**src/rtl/bcd_rtc_pkg.sv**
```systemverilog
`timescale 1ns/1ps
// Package bcd_rtc_pkg
// Shared types and pure functions for the BCD calendar clock. Every time
// field is packed BCD; the functions assume legal BCD inputs.
package bcd_rtc_pkg;

    localparam int NREG  = 8;
    localparam int OFF_W = $clog2(NREG);

    localparam logic [OFF_W-1:0] OFF_CTL  = 3'd0;
    localparam logic [OFF_W-1:0] OFF_SEC  = 3'd1;
    localparam logic [OFF_W-1:0] OFF_MIN  = 3'd2;
    localparam logic [OFF_W-1:0] OFF_HOUR = 3'd3;
    localparam logic [OFF_W-1:0] OFF_DOW  = 3'd4;
    localparam logic [OFF_W-1:0] OFF_DATE = 3'd5;
    localparam logic [OFF_W-1:0] OFF_MON  = 3'd6;
    localparam logic [OFF_W-1:0] OFF_YEAR = 3'd7;

    typedef struct packed {
        logic [6:0] sec;
        logic [6:0] min;
        logic [5:0] hour;
        logic [2:0] dow;
        logic [5:0] date;
        logic [4:0] mon;
        logic [7:0] year;
    } rtc_time_t;

    localparam rtc_time_t RTC_RESET = '{sec: 7'h00, min: 7'h00, hour: 6'h00,
                                        dow: 3'h1, date: 6'h01, mon: 5'h01,
                                        year: 8'h00};

    // Writable bits of each time byte; zero bits always read as 0.
    function automatic logic [7:0] field_mask(input int idx);
        case (idx)
            1, 2:    return 8'h7F;
            3, 5:    return 8'h3F;
            4:       return 8'h07;
            6:       return 8'h1F;
            7:       return 8'hFF;
            default: return 8'h00;
        endcase
    endfunction

    // Byte view of one time field at register offset idx.
    function automatic logic [7:0] time_byte(input rtc_time_t t, input int idx);
        case (idx)
            1:       return {1'b0, t.sec};
            2:       return {1'b0, t.min};
            3:       return {2'b0, t.hour};
            4:       return {5'b0, t.dow};
            5:       return {2'b0, t.date};
            6:       return {3'b0, t.mon};
            7:       return t.year;
            default: return 8'h00;
        endcase
    endfunction

    // Two-digit BCD increment without range check.
    function automatic logic [7:0] bcd_inc(input logic [7:0] v);
        if (v[3:0] == 4'd9) return {v[7:4] + 4'd1, 4'd0};
        return {v[7:4], v[3:0] + 4'd1};
    endfunction

    // Divisible by four, decided on BCD digits.
    function automatic logic is_leap(input logic [7:0] y);
        if (!y[4]) return (y[3:0] == 4'd0) || (y[3:0] == 4'd4) || (y[3:0] == 4'd8);
        return (y[3:0] == 4'd2) || (y[3:0] == 4'd6);
    endfunction

    // Last date of a month in BCD.
    function automatic logic [5:0] month_last(input logic [4:0] mon, input logic [7:0] y);
        case (mon)
            5'h02:                      return is_leap(y) ? 6'h29 : 6'h28;
            5'h04, 5'h06, 5'h09, 5'h11: return 6'h30;
            default:                    return 6'h31;
        endcase
    endfunction

    // One second later, with all calendar carries.
    function automatic rtc_time_t time_advance(input rtc_time_t t);
        rtc_time_t  n;
        logic [7:0] b;
        n = t;
        if (t.sec != 7'h59) begin
            b = bcd_inc({1'b0, t.sec});
            n.sec = b[6:0];
            return n;
        end
        n.sec = 7'h00;
        if (t.min != 7'h59) begin
            b = bcd_inc({1'b0, t.min});
            n.min = b[6:0];
            return n;
        end
        n.min = 7'h00;
        if (t.hour != 6'h23) begin
            b = bcd_inc({2'b0, t.hour});
            n.hour = b[5:0];
            return n;
        end
        n.hour = 6'h00;
        n.dow  = (t.dow == 3'd7) ? 3'd1 : t.dow + 3'd1;
        if (t.date != month_last(t.mon, t.year)) begin
            b = bcd_inc({2'b0, t.date});
            n.date = b[5:0];
            return n;
        end
        n.date = 6'h01;
        if (t.mon != 5'h12) begin
            b = bcd_inc({3'b0, t.mon});
            n.mon = b[4:0];
            return n;
        end
        n.mon  = 5'h01;
        n.year = (t.year == 8'h99) ? 8'h00 : bcd_inc(t.year);
        return n;
    endfunction

endpackage

```
**src/rtl/rtc_count_core.sv**
```systemverilog
`timescale 1ns/1ps
// Module rtc_count_core
// Live calendar counters. A load from the holding copy has priority over a
// tick; a tick advances only while run is high. Assumes legal BCD loads.
module rtc_count_core
    import bcd_rtc_pkg::*;
(
    input  logic      clk,
    input  logic      rst_n,
    input  logic      tick,
    input  logic      run,
    input  logic      load,
    input  rtc_time_t load_val,
    output rtc_time_t now
);

    // Counter state: reset, bulk load, or advance by one second.
    always_ff @(posedge clk) begin
        if (!rst_n)           now <= RTC_RESET;
        else if (load)        now <= load_val;
        else if (tick && run) now <= time_advance(now);
    end

endmodule

```
**src/rtl/rtc_hold_regs.sv**
```systemverilog
`timescale 1ns/1ps
// Module rtc_hold_regs
// Host-visible holding copy: control byte, seven masked time bytes, stop and
// frequency-test bits. Refreshes from the live counters in the cycle after a
// tick unless a halt bit is set, and flags a commit when write-halt clears.
// Assumes wr is already qualified by the address decode.
module rtc_hold_regs
    import bcd_rtc_pkg::*;
(
    input  logic             clk,
    input  logic             rst_n,
    input  logic             tick,
    input  logic             wr,
    input  logic [OFF_W-1:0] off,
    input  logic [7:0]       wdata,
    input  rtc_time_t        live,
    output logic [7:0]       hbyte [NREG],
    output rtc_time_t        held,
    output logic             stop_q,
    output logic             ft_q,
    output logic             commit
);

    logic [7:0] ctl_q;
    logic       pend_q;
    logic       refresh_go;

    // Remember that a tick happened so the copy refreshes one cycle later.
    always_ff @(posedge clk) begin
        if (!rst_n) pend_q <= 1'b0;
        else        pend_q <= tick;
    end

    assign refresh_go = pend_q && !ctl_q[7] && !ctl_q[6];
    assign commit     = wr && (off == OFF_CTL) && ctl_q[7] && !wdata[7];

    // Control byte storage, written by the host only.
    always_ff @(posedge clk) begin
        if (!rst_n)                     ctl_q <= 8'h00;
        else if (wr && off == OFF_CTL)  ctl_q <= wdata;
    end

    // Stop and frequency-test bits, taking effect immediately on write.
    always_ff @(posedge clk) begin
        if (!rst_n) begin
            stop_q <= 1'b0;
            ft_q   <= 1'b0;
        end else if (wr) begin
            if (off == OFF_SEC) stop_q <= wdata[7];
            if (off == OFF_DOW) ft_q   <= wdata[6];
        end
    end

    assign hbyte[0] = ctl_q;

    for (genvar i = 1; i < NREG; i++) begin : g_reg
        logic [7:0] q;
        // One time byte: refresh wins over a host write in the same cycle.
        always_ff @(posedge clk) begin
            if (!rst_n)                          q <= time_byte(RTC_RESET, i);
            else if (refresh_go)                 q <= time_byte(live, i);
            else if (wr && off == OFF_W'(i))     q <= wdata & field_mask(i);
        end
        assign hbyte[i] = q;
    end

    // Struct view of the copy, used for the commit load.
    always_comb begin
        held.sec  = hbyte[1][6:0];
        held.min  = hbyte[2][6:0];
        held.hour = hbyte[3][5:0];
        held.dow  = hbyte[4][2:0];
        held.date = hbyte[5][5:0];
        held.mon  = hbyte[6][4:0];
        held.year = hbyte[7];
    end

endmodule

```
**src/rtl/rtc_test_wave.sv**
```systemverilog
`timescale 1ns/1ps
// Module rtc_test_wave
// Square wave for the frequency test: inverts on every input pulse, so a
// 1024 Hz pulse train gives 512 Hz. Starts at 0 after reset.
module rtc_test_wave (
    input  logic clk,
    input  logic rst_n,
    input  logic pulse,
    output logic wave
);

    // Toggle flop.
    always_ff @(posedge clk) begin
        if (!rst_n)     wave <= 1'b0;
        else if (pulse) wave <= ~wave;
    end

endmodule

```
**src/rtl/bcd_rtc_regs.sv**
```systemverilog
`timescale 1ns/1ps
// Module bcd_rtc_regs
// BCD calendar clock mapped onto the top eight byte addresses of an
// ADDR_W-bit space. Host reads are combinational from the holding copy.
// Assumes ADDR_W > 3 and that tick_1s and tick_1k are one-cycle pulses.
module bcd_rtc_regs
    import bcd_rtc_pkg::*;
#(
    parameter int ADDR_W = 13
) (
    input  logic              clk,
    input  logic              rst_n,
    input  logic              tick_1s,
    input  logic              tick_1k,
    input  logic [ADDR_W-1:0] addr,
    input  logic              wr_en,
    input  logic [7:0]        wdata,
    output logic [7:0]        rdata,
    output logic              hit
);

    localparam int TAG_W = ADDR_W - OFF_W;

    logic [OFF_W-1:0] off;
    logic             wr_hit;
    logic [7:0]       hbyte [NREG];
    logic [7:0]       ctl_byte;
    rtc_time_t        held;
    rtc_time_t        live;
    logic             stop_q;
    logic             ft_q;
    logic             commit;
    logic             wave;
    logic             unused_bits;

    assign hit      = (addr[ADDR_W-1:OFF_W] == {TAG_W{1'b1}});
    assign off      = addr[OFF_W-1:0];
    assign wr_hit   = wr_en && hit;
    assign ctl_byte = hbyte[0];

    rtc_hold_regs u_hold (
        .clk    (clk),
        .rst_n  (rst_n),
        .tick   (tick_1s),
        .wr     (wr_hit),
        .off    (off),
        .wdata  (wdata),
        .live   (live),
        .hbyte  (hbyte),
        .held   (held),
        .stop_q (stop_q),
        .ft_q   (ft_q),
        .commit (commit)
    );

    rtc_count_core u_core (
        .clk      (clk),
        .rst_n    (rst_n),
        .tick     (tick_1s),
        .run      (!stop_q),
        .load     (commit),
        .load_val (held),
        .now      (live)
    );

    rtc_test_wave u_wave (
        .clk   (clk),
        .rst_n (rst_n),
        .pulse (tick_1k),
        .wave  (wave)
    );

    assign unused_bits = ^{hbyte[1][7], hbyte[4][7:3]};

    // Read mux: stop and test bits are overlaid on their bytes.
    always_comb begin
        rdata = 8'h00;
        if (hit) begin
            case (off)
                OFF_SEC: rdata = {stop_q, hbyte[1][6:1], ft_q ? wave : hbyte[1][0]};
                OFF_DOW: rdata = {1'b0, ft_q, 3'b000, hbyte[4][2:0]};
                default: rdata = hbyte[off];
            endcase
        end
    end

endmodule

```
**config.mk**
```make
export PLATFORM = sky130hd
export DESIGN_NAME = bcd_rtc_regs
export DESIGN_NICKNAME = d
export VERILOG_FILES = /design/src/rtl/bcd_rtc_pkg.sv /design/src/rtl/rtc_count_core.sv /design/src/rtl/rtc_hold_regs.sv /design/src/rtl/rtc_test_wave.sv /design/src/rtl/bcd_rtc_regs.sv
export SDC_FILE = /design/constraint.sdc
export NUM_CORES = 1
export LEC_CHECK = 0
export BUFFER_PORTS_ARGS = -buffer_cell sky130_fd_sc_hd__clkbuf_2
export CAP_MARGIN = 25
export CORE_UTILIZATION = 57
export CTS_BUF_LIST = sky130_fd_sc_hd__clkbuf_2 sky130_fd_sc_hd__clkbuf_4 sky130_fd_sc_hd__clkbuf_8
export DETAILED_ROUTE_END_ITERATION = 16
export PLACE_DENSITY = 0.74
export SETUP_SLACK_MARGIN = 0.4
export SYNTH_ARGS = -nofsm -noshare
export SYNTH_HDL_FRONTEND = slang
export SYNTH_SLANG_ARGS = --single-unit
```
**constraint.sdc**
```tcl
create_clock -name clk -period 3.1 [get_ports clk]
set_input_delay 0.93 -clock clk [delete_from_list [all_inputs] [get_ports clk]]
set_output_delay 0.93 -clock clk [all_outputs]
set_load 0.02 [all_outputs]
```
After elaboration in Yosys (flattened, before gate mapping):

Index checks and enable logic that the tools add are counted.

* flip-flop bits (word level): 96
* latch bits: 0
* bits in writable memories: 0
* ROM bits: 0
* bits of input ports: 26
* output and inout bits: 9
* logic and storage cells: 255
* memories kept: 0

* add/subtract/negate cells: 13
* multiply operators: 0
* div/mod/pow operators: 0
* $lt $le $gt $ge: 1
* equal/unequal tests: 32
* shift-type cells: 0
* multiplexer cells: 148
* bitwise operators: 2
* reduce and logical (&&, ||, !) cells: 38

Operators by type and width (count)
* 2-to-1 mux 42 bit: 15
* 2-to-1 mux 1 bit: 93
* 2-to-1 mux 6 bit: 14
* 2-to-1 mux 8 bit: 8
* 2-to-1 mux 7 bit: 8
* adder 4 x 1 -> 4 bit (second input constant): 7
* equality test 4 bit (second input constant): 7
* binary-select mux 8 bit (select 3 bit): 1
* 2-to-1 mux 5 bit: 4
* case mux 8 bit (2 select lines): 1
* nonzero test 2 bit: 8
* equality test 3 bit (second input constant): 5
* logical AND 1 bit: 14
* inequality test 7 bit (second input constant): 2
* case mux 6 bit (2 select lines): 1
* equality test 10 bit (second input constant): 1
* equality test 5 x 3 -> 1 bit (second input constant): 2
* adder 3 x 1 -> 3 bit (second input constant): 3
* 2-to-1 mux 3 bit: 3
* equality test 4 x 3 -> 1 bit (second input constant): 2
* equality test 8 bit (second input constant): 1
* inequality test 8 x 4 -> 1 bit (second input constant): 1
* AND reduction 2 bit: 4
* nonzero test 8 bit: 1
* other kinds (21): 28

Longest topological paths before layout:

* depth in word-level cells: 70
* mapped depth: 11
* mapped depth without buffers: 9

Cells and area by module:

A second synthesis with hierarchy kept.

* cells, all modules: 744
* area total of the unflattened synthesis: 6258.5 µm²

Modules (own cells, without submodules)
* rtc_count_core: instances 1, cells each 373, area an instance 2880.3 µm², sequential area each 840.8 µm²
* rtc_hold_regs: instances 1, cells each 302, area an instance 2747.6 µm², sequential area each 1061.0 µm²
* bcd_rtc_regs: instances 1, cells each 66, area an instance 595.6 µm², sequential area each 0.0 µm²
* rtc_test_wave: instances 1, cells each 3, area an instance 35.0 µm², sequential area each 20.0 µm²

Least setup slack after synthesis:

OpenSTA, ideal clock, no wires.

* path type: in2out
* start point: input addr[0]
* end point: output rdata[0]
* data arrival time: 2.713 ns
* data required time: 2.170 ns
* path slack: -0.543 ns
* cell stages on the path: 7
* path buffers: 3
* path through: clkbuf_1 > buf_1 > clkbuf_1 > nor2_1 > o21ai_0 > o311ai_0 > a221oi_1

* longest elaborated chain between the ends: 6
* elaborated cells between the ends (all ways): 8
* those cells by class: eq/ne (2); mux (5); bitwise (1)

RTL lines
* from (decl): line bcd_rtc_regs.sv:15 `input logic [ADDR_W-1:0] addr,`
* NOT 3 -> 4 bit (implied by the code): line bcd_rtc_regs.sv:82 `default: rdata = hbyte[off];`
* binary-select mux 8 bit (select 3 bit): line bcd_rtc_regs.sv:82
* 2-to-1 mux 8 bit (implied by the code) (2 in series): line bcd_rtc_regs.sv:82
* case mux 8 bit (2 select lines) *: line bcd_rtc_regs.sv:79 `case (off)`
* 2-to-1 mux 8 bit *: line bcd_rtc_regs.sv:78 `if (hit) begin`
* to (decl): line bcd_rtc_regs.sv:18 `output logic [7:0] rdata,`

Every way passes the cells marked *; elsewhere a longest branch is shown, timed or not. The select of a mux whose other input is x is not followed.

Worst setup path in the final report:

* start point: input addr[0]
* end point: output rdata[3]

Same word-level chain as after synthesis.

==> impl_results.md <==
* Status: finished clean
* DR vias/cell at 6.67
* Clk_skew at 10.8 ps
* Chip Height at 104 µm
* Combinational Power Share at 0.118
* RSZ-0062 raised after global routing: true
* Reg2reg start: u_core.now[27]
* Hold path start: u_hold.ctl_q[5]
* Reg clk slew, reported paths at 90 ps
* Yosys warns at 0
* Max Clock Freq at 326 MHz
* Final period util at 0.989
* Worst Path Arrival at 2140 ps
* DRT Pass-1 Iters at 5
* Sequential fraction of the synthesis area at 0.323
* Syn nets at 805
* Final Setup Violations at 0
* Longest Clk Path Bufs at 2
* Syn_area_per_cell at 7.82 µm²
* Routed WL at 19.7 mm
* CP peak stage delay at 350 ps
* Ys flop type: dfxtp_1
* Peak supply drop at 247 µV
* Worst hold endpoint: u_hold.ctl_q[5]
* TritonCTS Buffers at 9
* Final hold vios at 0
* Most frequent cells in the layout: nand2_1 (98), nor2_1 (86), dfxtp_1 (85)
* Drt drc at 0
* Reg2Reg Setup Slack at 500 ps
* IO Count at 35
* Reg2reg path depth at 8
* Seq cells post-synth at 96
* Slowest cell on the critical path: mux2_2
* Crit path capture type: output pin
* Vias in the first global route at 5821
* FFs w/ async S/R, synth at 0
* Overflow after GRT at 0
* Fillcell total at 788
* Chip width at 104 µm
* Final critical-path required period at 3070 ps
* Clock share of power at 0.368
* Layout cells sized above 1 at 0.230
* Slew headroom at 0.635
* Sequential share of power at 0.515
* GRT Total Usage at 0.369
* Commonest non-fill, non-tap cell in the layout: nand2_1
* R2R Path End: u_core.now[2]
* Pint at 1.86 mW
* Post-synth top area share at 0.323
* Crit path cell chain: clkbuf_16 -> buf_6 -> mux2_2 -> nand2_1 -> a31oi_4 -> a21oi_2 -> nor2_2 -> clkbuf_8
* GPL Wtd Cong at 0.953
* Largest net degree at the start of global routing at 63
* Clock tree sinks at 96
* Final #Nets at 839
* WL/cell at 21.1 µm
* Routed vias at 6229
* DRT antenna net count at 0
* Number of antenna violations at the first check in global routing at 0
* # rows at 36
* Cell Pwr Density at 353 mW/mm²
* Critical Path Start Type: primary input
* Area grow syn2layout at 20.3%
* Iteration-0 DRC Markers at 691
* Hold buffer count at cts at 0
* DP HPWL at 14.0 mm
* Hold path depth at 2
* Port Buffers at 34
* P_sw at 0.668 mW
* Max Cap Viol at 0
* Synth top area cells: dfxtp_1 (32%), nand2_1 (6.6%), nor2_1 (5.8%)
* Worst-skew pair later-pin latency at 380 ps
* Leakage power at 2.75 nW
* Area of the core at 0.00995 mm²
* Final setup TNS at 0 ps
* Worst Tran Pin Value at 548 ps
* Netlist cell types at 82
* Cell Area, Synth at 0.00596 mm²
* Max Slew Vio Count at 0
* CP max FO at 7
* Setup slack after layout at 32.9 ps
* Initial Util at 0.598
* N_diodes at 0
* Worst hold path class: reg2reg
* Mapped Cells at 762
* Crit path kind: in2out
* Area leader, netlist: dfxtp_1
* Worst EP required at 2170 ps
* EDFF count, synth at 0
* CTS tree: built
* CTS HTree Levels at 3
* Worst slack, placed at -79.1 ps
* First-pass GRT wire length at 31.2 mm
* DIE AREA at 0.0109 mm²
* Root buffer cell: clkbuf_8
* Sw frac at 0.264
cell usage after synthesis, types with 5 or more instances:
library cell,instances
a221oi_1,10
clkbuf_1,45
nand4_1,7
o21ai_0,43
nand2b_1,6
o22ai_1,5
o211ai_1,8
a211oi_1,34
nor2_1,92
a311oi_1,19
a31oi_1,6
nor3_1,24
ha_1,17
mux2_2,7
dfxtp_1,96
a21oi_1,36
a22oi_1,6
and3_1,6
o211a_1,6
inv_1,18
mux2i_1,24
nor2b_1,7
nand3_1,35
nand2_1,105
metrics by stage:
| step | util | hold slack (ps) | area (µm²) | total power [mW] | std cells |
|---|---|---|---|---|---|
| floorplan | - | 429 | 6150 | 1.48 | 762 |
| global placement | 0.647 | 444 | 6440 | 1.56 | 908 |
| detailed placement | 0.647 | 448 | 6440 | 1.57 | 908 |
| CTS | 0.699 | 473 | 6960 | 2.51 | 928 |
| global route | 0.720 | 496 | 7160 | 2.60 | 934 |
| finish | 0.720 | 478 | 7160 | 2.53 | 934 |
routing by layer:
layer  up-vias  wire, µm  global-route usage
met1      2884      7700               0.476
met2       385      9010               0.581
li1       2880         -                   -
met3        80      1940              0.0627
met4         0      1010               0.210
met5         -         0                   0
logic make-up after synthesis:
| family | count (synthesis) | share of synthesized area |
|---|---|---|
| buf+inv | 77 | 0.0544 |
| simple gates | 318 | 0.258 |
| compound gates | 217 | 0.265 |
| xor+xnor | 5 | 0.00735 |
| fa+ha+maj | 17 | 0.0357 |
| mux | 32 | 0.0574 |
| flops | 96 | 0.323 |
power groups by stage:
stage               combinational (mW)  clock, mW  sequential (mW)
floorplan                        0.166          0             1.31
global placement                 0.237          0             1.33
detailed placement               0.243          0             1.33
CTS                              0.270      0.939             1.30
global route                     0.315      0.985             1.30
finish                           0.297      0.929             1.30
sequential cells by signal (all words and copies together) (netlist names):
signal         count
u_core.now        42
u_hold.ctl_q       8
u_hold.ft_q        1
u_hold.g.q        42
u_hold.pend_q      1
u_hold.stop_q      1
u_wave.wave        1
worst max path at each step:
stage / from / to / slack, ps / depth (start not counted)
2_1_floorplan: addr[0] / rdata[0] / 140 / 7
3_3_place_gp: addr[10] / rdata[6] / 1 / 6
3_5_place_dp: addr[1] / u_core.now[26] / -80 / 9
4_1_cts: addr[0] / rdata[6] / 60 / 8
5_1_grt: addr[0] / rdata[6] / -8 / 8
6_report: addr[0] / rdata[3] / 30 / 8
timing repair:
action                     CTS  global route
buffers inserted             3             5
gates cloned                 1             1
resized for setup           58            45
pin swaps                   11            17
setup endpoints to repair   24            32
cell type report:
class / instances / area (µm²) / share of cell area
tap: 133 / 166 / 0.0232
clock buffer: 11 / 139 / 0.0194
clock inverter: 5 / 81.3 / 0.0114
inverter: 19 / 77.6 / 0.0108
multi-input combinational: 589 / 4040 / 0.563
sequential: 96 / 1940 / 0.271
timing repair buffer: 81 / 727 / 0.101
worst max-delay path: cells and delay by family:
family | cells | cell delay (ps)
AO/OA/AOI/OAI | 2 | 270
buffers and inverters | 3 | 410
AND/OR/NAND/NOR | 2 | 180
multiplexers | 1 | 350
Note: power is estimated with default switching activity, not from simulation.
